**src/rtl/dma_regbank_pkg.sv**
```systemverilog
// Shared encodings and lane helpers for the DMA register bank.
// Assumes little-endian byte lanes and low-aligned bus data.
package dma_regbank_pkg;

    typedef enum logic [1:0] {
        SZ_BYTE = 2'd0,
        SZ_HALF = 2'd1,
        SZ_WORD = 2'd2,
        SZ_BAD  = 2'd3
    } acc_size_e;

    localparam logic [31:0] ADDR_KEEP = 32'h0FFF_FFFE;

    // True when the size code is legal and the offset is naturally aligned.
    function automatic logic size_ok(input logic [1:0] sz, input logic [1:0] boff);
        case (sz)
            SZ_BYTE: size_ok = 1'b1;
            SZ_HALF: size_ok = (boff[0] == 1'b0);
            SZ_WORD: size_ok = (boff == 2'd0);
            default: size_ok = 1'b0;
        endcase
    endfunction

    // Replace the addressed lane(s) of a 32-bit word with low-aligned write data.
    function automatic logic [31:0] lane_merge(input logic [31:0] old, input logic [31:0] wdata,
                                               input logic [1:0] sz, input logic [1:0] boff);
        logic [31:0] r;
        r = old;
        case (sz)
            SZ_BYTE: r[8*boff +: 8]     = wdata[7:0];
            SZ_HALF: r[16*boff[1] +: 16] = wdata[15:0];
            SZ_WORD: r                   = wdata;
            default: r                   = old;
        endcase
        return r;
    endfunction

    // Pull the addressed lane(s) out of a 32-bit word, low-aligned, upper bits zero.
    function automatic logic [31:0] lane_extract(input logic [31:0] view,
                                                 input logic [1:0] sz, input logic [1:0] boff);
        case (sz)
            SZ_BYTE: lane_extract = {24'h0, view[8*boff +: 8]};
            SZ_HALF: lane_extract = {16'h0, view[16*boff[1] +: 16]};
            SZ_WORD: lane_extract = view;
            default: lane_extract = 32'h0;
        endcase
    endfunction

endpackage

```
**src/rtl/dma_addr_decode.sv**
```systemverilog
// Address decoder: finds which channel group an offset falls into and splits
// the offset inside the group into a word index and a byte lane.
// Assumes group bases are multiples of 4 and STRIDE is at most 16.
module dma_addr_decode #(
    parameter int NCH    = 4,
    parameter int AW     = 8,
    parameter int BASE   = 'hB0,
    parameter int STRIDE = 12
) (
    input  logic [AW-1:0]  addr,
    output logic [NCH-1:0] hit,
    output logic [1:0]     word_sel,
    output logic [1:0]     boff
);
    logic [AW-1:0] rel [NCH];

    for (genvar i = 0; i < NCH; i++) begin : g_win
        localparam int LO = BASE + STRIDE * i;
        // Window compare and offset relative to this channel's group base.
        assign hit[i] = (int'(addr) >= LO) && (int'(addr) < LO + STRIDE);
        assign rel[i] = addr - AW'(LO);
    end

    // Select the relative offset of the channel that matched.
    always_comb begin
        word_sel = 2'd0;
        boff     = 2'd0;
        for (int i = 0; i < NCH; i++) begin
            if (hit[i]) begin
                word_sel = rel[i][3:2];
                boff     = rel[i][1:0];
            end
        end
    end
endmodule

```
**src/rtl/dma_chan_regs.sv**
```systemverilog
// Storage for one channel: source, destination, count and control, with
// lane-merging writes, address masking and the enable-rise strobe.
// Assumes wr_hit is already qualified by decode, direction and alignment.
module dma_chan_regs
    import dma_regbank_pkg::*;
(
    input  logic        clk,
    input  logic        rst_n,
    input  logic        wr_hit,
    input  logic [1:0]  word_sel,
    input  logic [1:0]  boff,
    input  logic [1:0]  size,
    input  logic [31:0] wdata,
    output logic [31:0] src,
    output logic [31:0] dst,
    output logic [15:0] count,
    output logic [15:0] ctrl,
    output logic        enable_rise
);
    logic [31:0] src_n, dst_n, cc_n;

    // Next-state values for a write landing on this channel.
    always_comb begin
        src_n = src;
        dst_n = dst;
        cc_n  = {ctrl, count};
        case (word_sel)
            2'd0:    src_n = lane_merge(src, wdata, size, boff) & ADDR_KEEP;
            2'd1:    dst_n = lane_merge(dst, wdata, size, boff) & ADDR_KEEP;
            2'd2:    cc_n  = lane_merge({ctrl, count}, wdata, size, boff);
            default: cc_n  = {ctrl, count};
        endcase
    end

    // Register update and one-cycle strobe on a 0->1 enable transition.
    always_ff @(posedge clk) begin
        if (!rst_n) begin
            src         <= '0;
            dst         <= '0;
            count       <= '0;
            ctrl        <= '0;
            enable_rise <= 1'b0;
        end else if (wr_hit) begin
            src         <= src_n;
            dst         <= dst_n;
            count       <= cc_n[15:0];
            ctrl        <= cc_n[31:16];
            enable_rise <= !ctrl[15] && cc_n[31];
        end else begin
            enable_rise <= 1'b0;
        end
    end

    // a strobe means enable is now set and was clear before the write.
    a_r9_rise_edge: assert property (@(posedge clk) disable iff (!rst_n)
        enable_rise |-> (ctrl[15] && !$past(ctrl[15])));
    // the strobe never lasts two cycles.
    a_r9_one_cycle: assert property (@(posedge clk) disable iff (!rst_n)
        enable_rise |=> !enable_rise);
    // without a write the stored state holds.
    a_r11_hold: assert property (@(posedge clk) disable iff (!rst_n)
        !wr_hit |=> $stable({src, dst, count, ctrl}));
endmodule

```
**src/rtl/dma_read_mux.sv**
```systemverilog
// Read path: builds the masked word view of the addressed location and
// extracts the requested lanes. Only the control halfword is readable.
// Assumes at most one bit of hit is set.
module dma_read_mux
    import dma_regbank_pkg::*;
#(
    parameter int          NCH       = 4,
    parameter int          FULL_CH   = 3,
    parameter logic [15:0] MASK_STD  = 16'hF7E0,
    parameter logic [15:0] MASK_FULL = 16'hFFE0
) (
    input  logic              rd_en,
    input  logic [NCH-1:0]    hit,
    input  logic [1:0]        word_sel,
    input  logic [1:0]        boff,
    input  logic [1:0]        size,
    input  logic [NCH*16-1:0] ctrl_flat,
    output logic [31:0]       rdata
);
    logic [31:0] ch_view [NCH];
    logic [31:0] view;

    for (genvar i = 0; i < NCH; i++) begin : g_view
        localparam logic [15:0] MASK = (i == FULL_CH) ? MASK_FULL : MASK_STD;
        // Masked control in the upper half of the count/control word; others read zero.
        assign ch_view[i] = (hit[i] && word_sel == 2'd2)
                          ? {ctrl_flat[i*16 +: 16] & MASK, 16'h0} : 32'h0;
    end

    // Combine the per-channel views and cut out the requested lanes.
    always_comb begin
        view = 32'h0;
        for (int i = 0; i < NCH; i++) view = view | ch_view[i];
        rdata = rd_en ? lane_extract(view, size, boff) : 32'h0;
    end
endmodule

```
**src/rtl/dma_regbank.sv**
```systemverilog
// Top of the DMA register bank: decodes the bus request, steers writes to
// one channel's storage and returns masked read data combinationally.
// Assumes bus inputs are stable around the rising edge.
module dma_regbank
    import dma_regbank_pkg::*;
#(
    parameter int NCH     = 4,
    parameter int AW      = 8,
    parameter int BASE    = 'hB0,
    parameter int STRIDE  = 12,
    parameter int FULL_CH = 3
) (
    input  logic              clk,
    input  logic              rst_n,
    input  logic              bus_valid,
    input  logic              bus_write,
    input  logic [1:0]        bus_size,
    input  logic [AW-1:0]     bus_addr,
    input  logic [31:0]       bus_wdata,
    output logic [31:0]       bus_rdata,
    output logic [NCH*32-1:0] src_addr,
    output logic [NCH*32-1:0] dst_addr,
    output logic [NCH*16-1:0] xfer_count,
    output logic [NCH*16-1:0] ctrl_word,
    output logic [NCH-1:0]    enable_rise
);
    logic [NCH-1:0] hit;
    logic [1:0]     word_sel, boff;
    logic           legal, rd_en;

    dma_addr_decode #(.NCH(NCH), .AW(AW), .BASE(BASE), .STRIDE(STRIDE)) u_dec (
        .addr(bus_addr), .hit(hit), .word_sel(word_sel), .boff(boff)
    );

    // Request qualification shared by the write and read paths.
    assign legal = size_ok(bus_size, boff);
    assign rd_en = bus_valid && !bus_write && legal;

    for (genvar i = 0; i < NCH; i++) begin : g_ch
        dma_chan_regs u_ch (
            .clk(clk), .rst_n(rst_n),
            .wr_hit(bus_valid && bus_write && legal && hit[i]),
            .word_sel(word_sel), .boff(boff), .size(bus_size), .wdata(bus_wdata),
            .src(src_addr[i*32 +: 32]), .dst(dst_addr[i*32 +: 32]),
            .count(xfer_count[i*16 +: 16]), .ctrl(ctrl_word[i*16 +: 16]),
            .enable_rise(enable_rise[i])
        );
    end

    dma_read_mux #(.NCH(NCH), .FULL_CH(FULL_CH)) u_rd (
        .rd_en(rd_en), .hit(hit), .word_sel(word_sel), .boff(boff), .size(bus_size),
        .ctrl_flat(ctrl_word), .rdata(bus_rdata)
    );

    // address words of any channel always read zero.
    a_r7_wo_zero: assert property (@(posedge clk) disable iff (!rst_n)
        (bus_valid && !bus_write && word_sel != 2'd2) |-> bus_rdata == 32'h0);
    // offsets outside every window read zero.
    a_r1_miss_zero: assert property (@(posedge clk) disable iff (!rst_n)
        (bus_valid && hit == '0) |-> bus_rdata == 32'h0);
    // illegal size or misalignment reads zero.
    a_r3_bad_zero: assert property (@(posedge clk) disable iff (!rst_n)
        (bus_valid && !legal) |-> bus_rdata == 32'h0);
    // at most one channel can be armed per cycle.
    a_r9_single_arm: assert property (@(posedge clk) disable iff (!rst_n)
        $onehot0(enable_rise));
endmodule

```
**config.mk**
```make
export PLATFORM = sky130hd
export DESIGN_NAME = dma_regbank
export DESIGN_NICKNAME = d
export VERILOG_FILES = /design/src/rtl/dma_regbank_pkg.sv /design/src/rtl/dma_addr_decode.sv /design/src/rtl/dma_chan_regs.sv /design/src/rtl/dma_read_mux.sv /design/src/rtl/dma_regbank.sv
export SDC_FILE = /design/constraint.sdc
export NUM_CORES = 1
export LEC_CHECK = 0
export BUFFER_PORTS_ARGS = -buffer_cell sky130_fd_sc_hd__buf_4
export CAP_MARGIN = 20
export CORE_UTILIZATION = 28
export CTS_CLUSTER_SIZE = 10
export DETAILED_ROUTE_END_ITERATION = 10
export PLACE_DENSITY_LB_ADDON = 0.05
export SLEW_MARGIN = 20
export SYNTH_ARGS = -nofsm -noshare
export SYNTH_HDL_FRONTEND = slang
export SYNTH_SLANG_ARGS = --single-unit
```
**constraint.sdc**
```tcl
create_clock -name clk -period 4.7 [get_ports clk]
set_clock_uncertainty 0.15 [all_clocks]
set_input_delay 0.94 -clock clk [delete_from_list [all_inputs] [get_ports clk]]
set_output_delay 0.94 -clock clk [all_outputs]
set_load 0.01 [all_outputs]
```
### After elaboration in Yosys (flattened, before gate mapping)

Index checks and enable logic that the tools add are counted.

| storage, ports and cells | value |
|---|---|
| bits of input ports | 46 |
| register bits | 348 |
| logic and storage cells | 152 |

| operators by class | value |
|---|---|
| magnitude comparators | 8 |
| muxes and demuxes | 55 |
| reductions and logical operators | 45 |
| add/subtract/negate cells | 6 |
| bitwise logic cells | 4 |
| shifts and indexed selects | 6 |
| equality and inequality tests | 4 |

Operators by type and width:

| cell | count |
|---|---|
| bitwise mux 32 bit | 24 |
| case mux 28 bit (3 select lines) | 8 |
| case mux 32 bit (3 select lines) | 5 |
| two-way mux 32 bit | 9 |
| OR 32 bit | 3 |
| negation 5 -> 34 bit | 2 |
| AND reduction 3 bit | 12 |
| variable shift 16 x 34 -> 32 bit, first input constant | 1 |
| variable shift 8 x 34 -> 32 bit, first input constant | 1 |
| indexed part select 16 x 34 -> 32 bit | 1 |
| indexed part select 8 x 34 -> 32 bit | 1 |
| greater-or-equal comparator 8 bit, second input constant | 4 |
| < comparator 8 bit, second input constant | 4 |
| indexed part select 32 x 6 -> 16 bit | 1 |
| indexed part select 32 x 6 -> 8 bit | 1 |
| logical AND 1 bit | 20 |
| two-way mux 2 bit | 8 |
| AND reduction 2 bit | 4 |
| subtractor 4 bit, second input constant | 2 |
| zero test 2 bit | 3 |
| zero test 1 bit | 5 |
| equality test 2 x 1 -> 1 bit, second input constant | 2 |
| equality test 2 bit, second input constant | 2 |
| subtractor 4 x 1 -> 4 bit, second input constant | 1 |
| 4 further kinds | 4 |

### Longest topological paths before layout

Gate-level depths: netlist (run 1).

| logic depth | value |
|---|---|
| word-level depth | 15 |
| depth in mapped cells | 17 |
| depth with buffers taken out | 15 |

### Modules after synthesis

From an unflattened synthesis (run 1), not the netlist that was laid out.

| unflattened totals | value |
|---|---|
| cells, all modules | 2344 |
| area, all modules | 19901.6 µm² |

Modules (own cells, without submodules):

| module | seq. area each (µm²) | instances | cells each | area an instance (µm²) |
|---|---|---|---|---|
| dma_chan_regs (g_ch[0].u_ch ...) | 1741.7 | 3 | 567 | 4787.1 |
| dma_chan_regs (g_ch[3].u_ch) | 1741.7 | 1 | 533 | 4694.5 |
| dma_read_mux | 0.0 | 1 | 68 | 554.3 |
| dma_addr_decode | 0.0 | 1 | 30 | 220.2 |
| dma_regbank | 0.0 | 1 | 12 | 71.3 |

### Worst setup path before layout (run 1)

No wires, ideal clock.

| timing path | value |
|---|---|
| path type | input port to output port |
| start | input bus_addr[2] |
| end | output bus_rdata[5] |
| buffers on the path | 1 |
| arrival | 3.760 ns |
| required time | 3.610 ns |
| stages | 14 |
| slack | -0.150 ns |
| cell sequence | clkinv_1 > ha_1 > mux2_2 > a22oi_4 > a31oi_1 > inv_2 > clkbuf_1 > ha_1 > inv_1 > o21ai_0 > and3b_1 > nand2_1 > nor3_1 > a22o_1 |

| between the ends | value |
|---|---|
| cells in the longest elaborated chain, start to end | 15 |
| elaborated cells between the ends (all ways) | 44 |
| classes of those cells | add/sub (4); order compare (8); eq/ne (1); shift (2); mux (15); bitwise (4); reduce/logical (10) |

Ends and longest elaborated chain:

| element | RTL line | text |
|---|---|---|
| start: declaration | dma_regbank.sv:18 | `input logic [AW-1:0] bus_addr,` |
| greater-or-equal comparator 8 bit / < comparator 8 bit (equally long branches) | dma_addr_decode.sv:20 | `assign hit[i] = (int'(addr) >= LO) && (int'(addr) < LO + STRIDE);` |
| logical AND 1 bit | dma_addr_decode.sv:20 |  |
| two-way mux 2 bit (4 in series) | dma_addr_decode.sv:29 | `if (hit[i]) begin` |
| equality test 2 bit | dma_read_mux.sv:26 | `assign ch_view[i] = (hit[i] && word_sel == 2'd2)` |
| logical AND 1 bit | dma_read_mux.sv:26 |  |
| two-way mux 32 bit | dma_read_mux.sv:27 | `? {ctrl_flat[i*16 +: 16] & MASK, 16'h0} : 32'h0;` |
| OR 32 bit (3 in series) | dma_read_mux.sv:33 | `for (int i = 0; i < NCH; i++) view = view \| ch_view[i];` |
| indexed part select 32 x 6 -> 16 bit / indexed part select 32 x 6 -> 8 bit (equally long branches) | dma_regbank_pkg.sv:43, dma_regbank_pkg.sv:42 |  |
| case mux 32 bit (3 select lines) | dma_regbank_pkg.sv:41 | `case (sz)` |
| two-way mux 32 bit (*) | dma_read_mux.sv:34 | `rdata = rd_en ? lane_extract(view, size, boff) : 32'h0;` |
| end: declaration | dma_regbank.sv:20 | `output logic [31:0] bus_rdata,` |

Mark *: on every way between the ends. The rest lies on a longest branch, timed or not.

### Final worst setup path (run 1)

Same ends and word-level chain as after synthesis.

==> key figures, run 1 <==
Yosys
  • Syn Std Cell Area: 0.0156 sq mm
  • Synth warn: 0
  • Ys async rst share: 0%
  • Top post-synthesis cells by area: dfxtp_1 45%, a21oi_1 11%, o21ai_0 7.9%, nor2_1 5.7%, a211oi_1 3.8%
  • Post-synth EDFFs: 0
  • Cell variety after synth: 76
  • Syn avg cell area: 8.08 sq um
  • Post-synth top flop: dfxtp_1
  • Synth top area share: 44.8%
  • Cells after Synth: 1925
  • Yosys reg bits: 348
  • Register area share after synthesis: 44.8%
  • Area leader, netlist: dfxtp_1

Placed design
  • Placed cells: 3013
  • Final HPWL DP: 53500 um
  • Port Buffers: 420
  • Global placement routability congestion: 0.898
  • Dpl cell area: 0.0198 sq mm

Die
  • Io pins: 466
  • Die ar.: 0.0565 sq mm
  • Die width: 238 um
  • Die height: 238 um
  • Std cell rows: 86
  • Initial core utilization: 28.3%
  • Core area: 0.0550 sq mm

STA
  • RSZ-0062 raised after global routing: false
  • Tcrit/Tclk final: 97.5%
  • WHS: 317 ps
  • Final hold vios: 0
  • Rel. slew slack: 29.2%
  • Post-Route Setup TNS: 0 ps
  • Min Tclk post-route: 4580 ps
  • FMAX: 218 MHz
  • Endpoints failing setup: 0
  • Slew @ Worst Pin: 1060 ps
  • Max Slew Vio Count: 0

Critical path
  • Max stage delay cell, worst path: or3b_4
  • Worst setup endpoint: bus_rdata[5]
  • Startpoint types: input port
  • Reg2reg end: g_ch[3].u_ch.ctrl[13]$_SDFFE_PN0P_
  • CP Cell Sequence: buf_4 -> buf_4 -> ha_1 -> or3b_4 -> a21o_1 -> and3_4 -> nor2_4 -> inv_1 -> ha_1 -> inv_1 -> o21ai_0 -> and3b_2 -> nand2_2 -> nor3_4 -> a22o_1 -> buf_4
  • Max FO, Critical Path: 8
  • Top cell by count, worst path: buf_4
  • Kind of end point of the critical path: output pin
  • Setup crit start: bus_addr[2]
  • Worst-case reg-to-reg path depth: 4
  • Critical Path RT: 3610 ps
  • Critical R2R Launch: g_ch[3].u_ch.ctrl[13]$_SDFFE_PN0P_
  • Setup CP Type: in2out
  • CP arrival: 3490 ps
  • R2R setup slack: 3440 ps
  • Critical path's largest stage delay: 390 ps

Detailed routing
  • Drt via density: 5.20
  • Drt wl/cell: 24.4 um
  • Number of routed nets with antenna violations: 0
  • Remaining DRCs: 0
  • Drt initial violations: 1257
  • Final wirelength: 75400 um
  • Via count: 16000
  • First-pass DRT Iterations: 5

GRT
  • First-pass GRT wire length: 108000 um
  • Initial antenna violation count: 6
  • GRT Total Usage: 25.7%
  • Pin count of the biggest net entering global routing: 111
  • Number of global-route vias before repair: 15300
  • GRT overflow: 0

Clock tree
  • Clk buf depth: 3
  • CTS-repair resized insts: 0
  • CTS H-tree depth: 2
  • Worst skew pair latency: 580 ps
  • Setup bufs post-CTS: 0
  • Clock root buffer: clkbuf_16
  • TritonCTS Buffers: 44
  • Reg clk slew, reported paths: 50 ps
  • TritonCTS Sinks: 348
  • CTS tree: done
  • Hold_buf cts: 0

Finish
  • Leading cell type in the layout, fill and taps excluded: buf_4
  • Design area: 0.0211 sq mm
  • Post-route insts no fill: 3087
  • Layout cells sized above 1: 28.0%
  • Final net count: 2366
  • Syn-to-layout area delta: 35.9%
  • Commonest non-fill, non-tap cells in the layout: 504 x buf_4, 348 x dfxtp_1, 346 x a21oi_1

Run
  • Max-Cap Viols: 0

Pwr
  • Tot Pwr: 6.75 mW
  • Worst vdd ir: 0.000260 V
  • Static Leak: 8.26 nW
  • Power Dens Cells: 319 mW/mm^2

Run status
  • Status: completed

Min path
  • Worst hold path type: reg2reg
[area by class of cell]
class	instances	area (sq um)
Antenna cell	4	10.0
Clock buffer	62	1210
Clock inverter	8	77.6
Fill cell	5724	33800
Inverter	15	56.3
Multi-Input combinational cell	1373	7610
Sequential cell	348	6970
Tap cell	748	936
Timing Repair Buffer	529	4280
[critical path: cells and delay by family]
kind	cells	cell delay [ps]
simple gates	6	1130
buf+inv	5	540
compound gates	3	530
fa+ha+maj	2	340
[routing by layer]
metal / part of all wire (%) / vias to the layer above / track usage (%) / wire [um]
met3: 8.1 / 139 / 7.18 / 6140
met1: 43 / 7710 / 32.8 / 32300
met5: 0.046 / - / 0 / 35
met4: 3.9 / 6 / 10.9 / 2930
li1: - / 7568 / - / -
met2: 45 / 615 / 40.5 / 34100
[how the worst min path moves through the flow]
| stage | from | endpoint | slack, ps | cells after the start |
|---|---|---|---|---|
| after floorplan | g_ch[2].u_ch.ctrl[11]$_SDFFE_PN0P_ | g_ch[2].u_ch.ctrl[11]$_SDFFE_PN0P_ | 340 | 2 |
| after global placement | g_ch[1].u_ch.dst[18]$_SDFFE_PN0P_ | g_ch[1].u_ch.dst[18]$_SDFFE_PN0P_ | 300 | 2 |
| after detailed placement | g_ch[2].u_ch.ctrl[1]$_SDFFE_PN0P_ | g_ch[2].u_ch.ctrl[1]$_SDFFE_PN0P_ | 310 | 2 |
| after CTS | g_ch[3].u_ch.src[20]$_SDFFE_PN0P_ | g_ch[3].u_ch.src[20]$_SDFFE_PN0P_ | 320 | 2 |
| after global routing | g_ch[3].u_ch.src[18]$_SDFFE_PN0P_ | g_ch[3].u_ch.src[18]$_SDFFE_PN0P_ | 340 | 2 |
| final | g_ch[3].u_ch.src[20]$_SDFFE_PN0P_ | g_ch[3].u_ch.src[20]$_SDFFE_PN0P_ | 320 | 2 |
[registers in the layout (all words and copies together) (netlist names)]
| name | cells |
|---|---|
| g_ch.u_ch.dst | 108 |
| g_ch.u_ch.src | 108 |
| g_ch.u_ch.enable_rise | 4 |
| g_ch.u_ch.count | 64 |
| g_ch.u_ch.ctrl | 64 |
[synth_stat cells, drive strengths merged (3+ instances only)]
master	instances
nand4	3
o211a	3
nor3	81
buf	107
o21bai	3
inv	13
nand2b	4
or3	4
nor4	4
a211o	5
and3	3
a222oi	10
a22o	18
o21ai	255
a31oi	3
o22ai	21
a21o	5
a221o	19
o21a	7
and3b	3
nor3b	6
nor2	238
o2bb2ai	5
nand4bb	3
a211oi	79
nor2b	28
o221a	15
ha	9
a21oi	349
dfxtp	348
clkbuf	126
nand3	11
nand2	100
and2	12
[cell families after synthesis]
family / after synthesis / synth area share (%)
AO/OA/AOI/OAI: 811 / 31.1
flip-flops: 348 / 44.8
adder cells (fa/ha/maj): 9 / 0.724
other: 1 / 0.0241
AND/OR/NAND/NOR: 507 / 15.2
multiplexers: 1 / 0.0724
buffers and inverters: 248 / 8.11
[per-stage QoR]
step / setup WS (ps) / util, %
after floorplan: 14.6 / -
after global placement: 81.4 / 36.0
after detailed placement: 91.1 / 36.1
after CTS: 93.3 / 38.4
after global routing: 0.985 / 38.4
final: 119 / 38.4
[power breakdown]
group	switching (mW)	internal, mW	total (mW)
clock	1.32	1.83	3.15
sequential	0.00180	2.95	2.96
combinational	0.458	0.187	0.644
Power figures use the tool's default switching activity.
==> run 2: changes to the inputs <==
--- a/config.mk
+++ b/config.mk
@@ -7,6 +7,7 @@
 export LEC_CHECK = 0
 export BUFFER_PORTS_ARGS = -buffer_cell sky130_fd_sc_hd__buf_4
 export CAP_MARGIN = 20
+export CORE_ASPECT_RATIO = 0.8
 export CORE_UTILIZATION = 28
 export CTS_CLUSTER_SIZE = 10
 export DETAILED_ROUTE_END_ITERATION = 10
==> run 2 against run 1 <==
Effect of this change:
- worst setup slack lost 1.6 ps
- combinational power is 1% lower
- fmax barely moved
- final cell count decreased by 0.71%
- largest cell class unchanged
==> key figures, run 2 (same netlist as run 1, synthesis figures left out) <==
Detailed routing
  • Drt initial violations: 1634
  • Final wirelength: 77000 um
  • Number of routed nets with antenna violations: 0
  • Drt wl/cell: 25.1 um
  • First-pass DRT Iterations: 8
  • Via count: 16200
  • Remaining DRCs: 0
  • Drt via density: 5.29

Finish
  • Final net count: 2369
  • Leading cell type in the layout, fill and taps excluded: buf_4
  • Post-route insts no fill: 3065
  • Syn-to-layout area delta: 34.2%
  • Regs by FF count: g_ch.u_ch.dst (108), g_ch.u_ch.src (108)
  • Layout cells sized above 1: 28.1%
  • Commonest non-fill, non-tap cells in the layout: 521 x buf_4, 348 x dfxtp_1, 346 x a21oi_1

GRT
  • Pin count of the biggest net entering global routing: 92
  • GRT overflow: 0
  • Initial antenna violation count: 3
  • First-pass GRT wire length: 109000 um
  • GRT Total Usage: 26.2%
  • Number of global-route vias before repair: 15000

Critical path
  • Critical R2R Launch: g_ch[3].u_ch.ctrl[14]$_SDFFE_PN0P_
  • Startpoint types: input port
  • R2R setup slack: 3510 ps
  • Setup CP Type: in2out
  • Reg2reg end: g_ch[3].u_ch.ctrl[14]$_SDFFE_PN0P_
  • Kind of end point of the critical path: output pin
  • CP arrival: 3490 ps
  • Critical Path RT: 3610 ps
  • Worst-case reg-to-reg path depth: 4
  • Max FO, Critical Path: 5

Die
  • Die width: 266 um
  • Initial core utilization: 28.6%
  • Die ar.: 0.0565 sq mm
  • Std cell rows: 76
  • Core area: 0.0544 sq mm
  • Die height: 213 um
  • Io pins: 466

Clock tree
  • Clock root buffer: clkbuf_16
  • Hold_buf cts: 0
  • TritonCTS Sinks: 348
  • Worst skew pair latency: 560 ps
  • Reg clk slew, reported paths: 50 ps
  • CTS tree: done
  • Clk buf depth: 3
  • TritonCTS Buffers: 41
  • CTS H-tree depth: 2

Placed design
  • Port Buffers: 420
  • Final HPWL DP: 54900 um
  • Global placement routability congestion: 0.888
  • Placed cells: 3012

Min path
  • Hold Path Sink: g_ch[1].u_ch.src[20]$_SDFFE_PN0P_
  • Min-Delay Path Depth: 2
  • Worst min-delay path startpoint: g_ch[1].u_ch.src[20]$_SDFFE_PN0P_
  • Worst hold path type: reg2reg

Pwr
  • Static Leak: 8.18 nW
  • Power Dens Cells: 310 mW/mm^2
  • Worst vdd ir: 0.000211 V
  • Tot Pwr: 6.48 mW

STA
  • Final hold vios: 0
  • FMAX: 218 MHz
  • Max Slew Vio Count: 0
  • Rel. slew slack: 30.7%
  • Slew @ Worst Pin: 1030 ps
  • RSZ-0062 raised after global routing: true
  • WHS: 320 ps
  • Tcrit/Tclk final: 97.5%
  • Endpoints failing setup: 0
  • Min Tclk post-route: 4580 ps

Run
  • Max-Cap Viols: 0

Run status
  • Status: completed
## run 2: what timing repair did
action                                  CTS  global route
endpoints found under the setup margin    0            23
setup buffers                             0             0
resized for setup                         0             8
endpoints found under the hold margin     0             0
## run 2: through the flow
stage	utilization, %	setup TNS [ps]	cell area, sq um	setup slack, ps
finish	38.4	0	20900	118
detailed placement	36.3	0	19700	19.4
global placement	36.3	0	19700	103
floorplan	-	0	15700	14.6
CTS	38.3	0	20900	87.7
global route	38.4	-10.9	20900	-5.78
## run 2: how the worst max path moves through the flow
stage,start,to,depth (start not counted)
2_1_floorplan,bus_addr[2],g_ch[2].u_ch.src[10]$_SDFFE_PN0P_,16
3_3_place_gp,bus_addr[3],g_ch[3].u_ch.dst[19]$_SDFFE_PN0P_,14
3_5_place_dp,bus_addr[3],g_ch[3].u_ch.dst[19]$_SDFFE_PN0P_,14
4_1_cts,bus_addr[3],bus_rdata[6],15
5_1_grt,bus_addr[3],bus_rdata[5],16
6_report,bus_addr[3],bus_rdata[6],16
## run 2: power by group
part	total [mW]	switching (mW)	internal (mW)
registers	2.95	0.00172	2.95
clock network	2.89	1.25	1.64
logic	0.636	0.467	0.170
## run 2: area by class of cell
cell class	count	area (sq um)
well taps	741	927
multi-input cells	1373	7610
clock inverters	1	16.3
flip-flops and latches	348	6970
repair buffers	535	4180
diodes	1	2.50
clock buffers	51	1110
fillers	5624	33500
inverters	15	56.3
## run 2: metal layers
| layer | part of all wire [%] | wire (um) | GRT usage (%) |
|---|---|---|---|
| met1 | 45 | 35000 | 36.4 |
| met5 | 0.0091 | 7 | 0 |
| met2 | 44 | 34200 | 40.5 |
| met4 | 2.1 | 1630 | 6.44 |
| met3 | 8.1 | 6220 | 6.50 |
## run 2: critical path, stage by stage
cell	delay, ps
buf_4	130
inv_1	110
ha_1	170
or3b_4	400
a21o_1	220
and3_4	180
nor2_4	100
inv_1	60
ha_1	200
inv_2	90
o21ai_0	70
and3b_2	260
nand2_2	120
nor3_2	60
a22o_1	250
buf_4	140
==> run 3: changes to the inputs <==
--- a/config.mk
+++ b/config.mk
@@ -8,7 +8,7 @@
 export BUFFER_PORTS_ARGS = -buffer_cell sky130_fd_sc_hd__buf_4
 export CAP_MARGIN = 20
 export CORE_ASPECT_RATIO = 0.8
-export CORE_UTILIZATION = 28
+export CORE_UTILIZATION = 47
 export CTS_CLUSTER_SIZE = 10
 export DETAILED_ROUTE_END_ITERATION = 10
 export PLACE_DENSITY_LB_ADDON = 0.05
==> run 3 against run 2 <==
Effect of this change:
- final cell count is 11% lower
- clock power shrank 4%
- register-to-register slack worse by 60 ps
- fmax increased by 0.46%
- largest cell class unchanged
- largest power group unchanged
==> key figures, run 3 (same netlist as run 1, synthesis figures left out) <==
Die
  • Die width: 205 um
  • Core area: 0.0326 sq mm
  • Io pins: 466
  • Std cell rows: 59
  • Die height: 165 um
  • Initial core utilization: 47.8%
  • Die ar.: 0.0338 sq mm

GRT
  • GRT overflow: 0
  • GRT Total Usage: 36.9%
  • Pin count of the biggest net entering global routing: 177
  • Initial antenna violation count: 6
  • First-pass GRT wire length: 94300 um
  • Number of global-route vias before repair: 14900

Finish
  • Regs by FF count: g_ch.u_ch.dst (108), g_ch.u_ch.src (108)
  • Commonest non-fill, non-tap cells in the layout: 489 x buf_4, 348 x dfxtp_1, 346 x a21oi_1
  • Post-route insts no fill: 2719
  • Layout cells sized above 1: 27.3%
  • Leading cell type in the layout, fill and taps excluded: buf_4
  • Final Core Density: 62.1%
  • Final net count: 2335
  • Syn-to-layout area delta: 29.9%
  • Design area: 0.0202 sq mm

STA
  • Rel. slew slack: 37.5%
  • FMAX: 219 MHz
  • Slew @ Worst Pin: 937 ps
  • WHS: 316 ps
  • RSZ-0062 raised after global routing: false
  • Min Tclk post-route: 4560 ps
  • Final hold vios: 0
  • Max Slew Vio Count: 0
  • Endpoints failing setup: 0
  • Tcrit/Tclk final: 97.0%

Clock tree
  • Setup bufs post-CTS: 0
  • CTS tree: done
  • Worst skew pair latency: 540 ps
  • TritonCTS Buffers: 41
  • Clk buf depth: 3
  • Clock root buffer: clkbuf_16
  • CTS H-tree depth: 2
  • Reg clk slew, reported paths: 60 ps
  • TritonCTS Sinks: 348

Detailed routing
  • Remaining DRCs: 0
  • First-pass DRT Iterations: 8
  • Via count: 16500
  • Drt wl/cell: 23.9 um
  • Number of routed nets with antenna violations: 0
  • Final wirelength: 64900 um
  • Drt via density: 6.06
  • Drt initial violations: 1861

Placed design
  • Dpl cell area: 0.0191 sq mm
  • Placed cells: 2664
  • Port Buffers: 420
  • Final HPWL DP: 45000 um
  • Global placement routability congestion: 0.957

Critical path
  • Critical Path RT: 3610 ps
  • Setup CP Type: in2out
  • Max FO, Critical Path: 5
  • Kind of end point of the critical path: output pin
  • CP arrival: 3470 ps
  • Startpoint types: input port

Run status
  • Status: completed

Pwr
  • Switching Fraction: 26.0%
  • Comb pwr share: 9.3%
  • Flop pwr share: 46.8%
  • Clock share of power: 43.9%
  • Static Leak: 8.01 nW
  • Internal power: 4.67 mW
  • Worst vdd ir: 0.000230 V
  • Psw: 1.64 mW
  • Power Dens Cells: 312 mW/mm^2

Run
  • Max-Cap Viols: 0

Min path
  • Worst hold path type: reg2reg
## run 3: changes by cell type in the layout (fill, tap and decap cells not counted), moves of 2 or more
cell / previous run / this run
buf_12: 13 / 11
buf_4: 521 / 489
clkbuf_1: 6 / 3
clkbuf_8: 3 / 0
diode_2: 1 / 6
o2bb2ai_1: 5 / 1
o2bb2ai_2: 0 / 4
## run 3: final cells by class
cell class                 instances  area, sq um
multi-input combinational       1373         7650
timing repair buffer             501         3900
tap                              427          534
clock buffer                      44         1040
sequential                       348         6970
antenna                            6         15.0
fill                            2897        12300
clock inverter                     5         55.1
inverter                          15         56.3
## run 3: worst paths after layout
kind | start | endpoint | slack [ps] | depth (start not counted)
min | g_ch[0].u_ch.dst[18]$_SDFFE_PN0P_ | g_ch[0].u_ch.dst[18]$_SDFFE_PN0P_ | 320 | 2
max | bus_addr[3] | bus_rdata[5] | 140 | 15
max reg2reg | g_ch[0].u_ch.ctrl[14]$_SDFFE_PN0P_ | g_ch[0].u_ch.ctrl[14]$_SDFFE_PN0P_ | 3450 | 4
min reg2reg | g_ch[0].u_ch.dst[18]$_SDFFE_PN0P_ | g_ch[0].u_ch.dst[18]$_SDFFE_PN0P_ | 320 | 2
## run 3: routing by layer
| metal | share of wire, % | global-route usage, % | vias up |
|---|---|---|---|
| met5 | 0 | 0 | - |
| met4 | 3.7 | 14.9 | 0 |
| met3 | 11 | 8.76 | 141 |
| met2 | 44 | 55.0 | 1011 |
| met1 | 42 | 51.3 | 7844 |
| li1 | - | - | 7481 |
## run 3: repair_timing
action                                  in CTS  in global routing
hold buffers                                 0                  0
hold endpoints to repair                     0                  0
resized for setup                            0                  9
endpoints found under the setup margin       0                 27
## run 3: worst max-delay path: stages
cell and delay, ps:
buf_4 140, inv_2 90, ha_1 160, or3b_4 400, a21o_1 200, a31oi_2 230
inv_2 80, ha_1 220, inv_1 100, o21ai_0 80, and3b_2 290, nand2_4 110
nor3_4 50, a22o_1 240, buf_4 140
## run 3: through the flow
step                setup TNS, ps  worst slack [ps]  power, mW
floorplan                       0              14.6       3.41
global placement                0               129       3.57
detailed placement          -29.0             -26.2       3.58
CTS                             0              17.8       6.30
global route                    0              2.15       6.48
finish                          0               139       6.31
## run 3: power by group through the flow
stage	clock network (mW)	logic, mW	registers (mW)
after floorplan	0	0.389	3.02
after global placement	0	0.553	3.02
after detailed placement	0	0.560	3.02
after CTS	2.79	0.562	2.96
after global routing	2.90	0.621	2.95
final	2.77	0.586	2.96
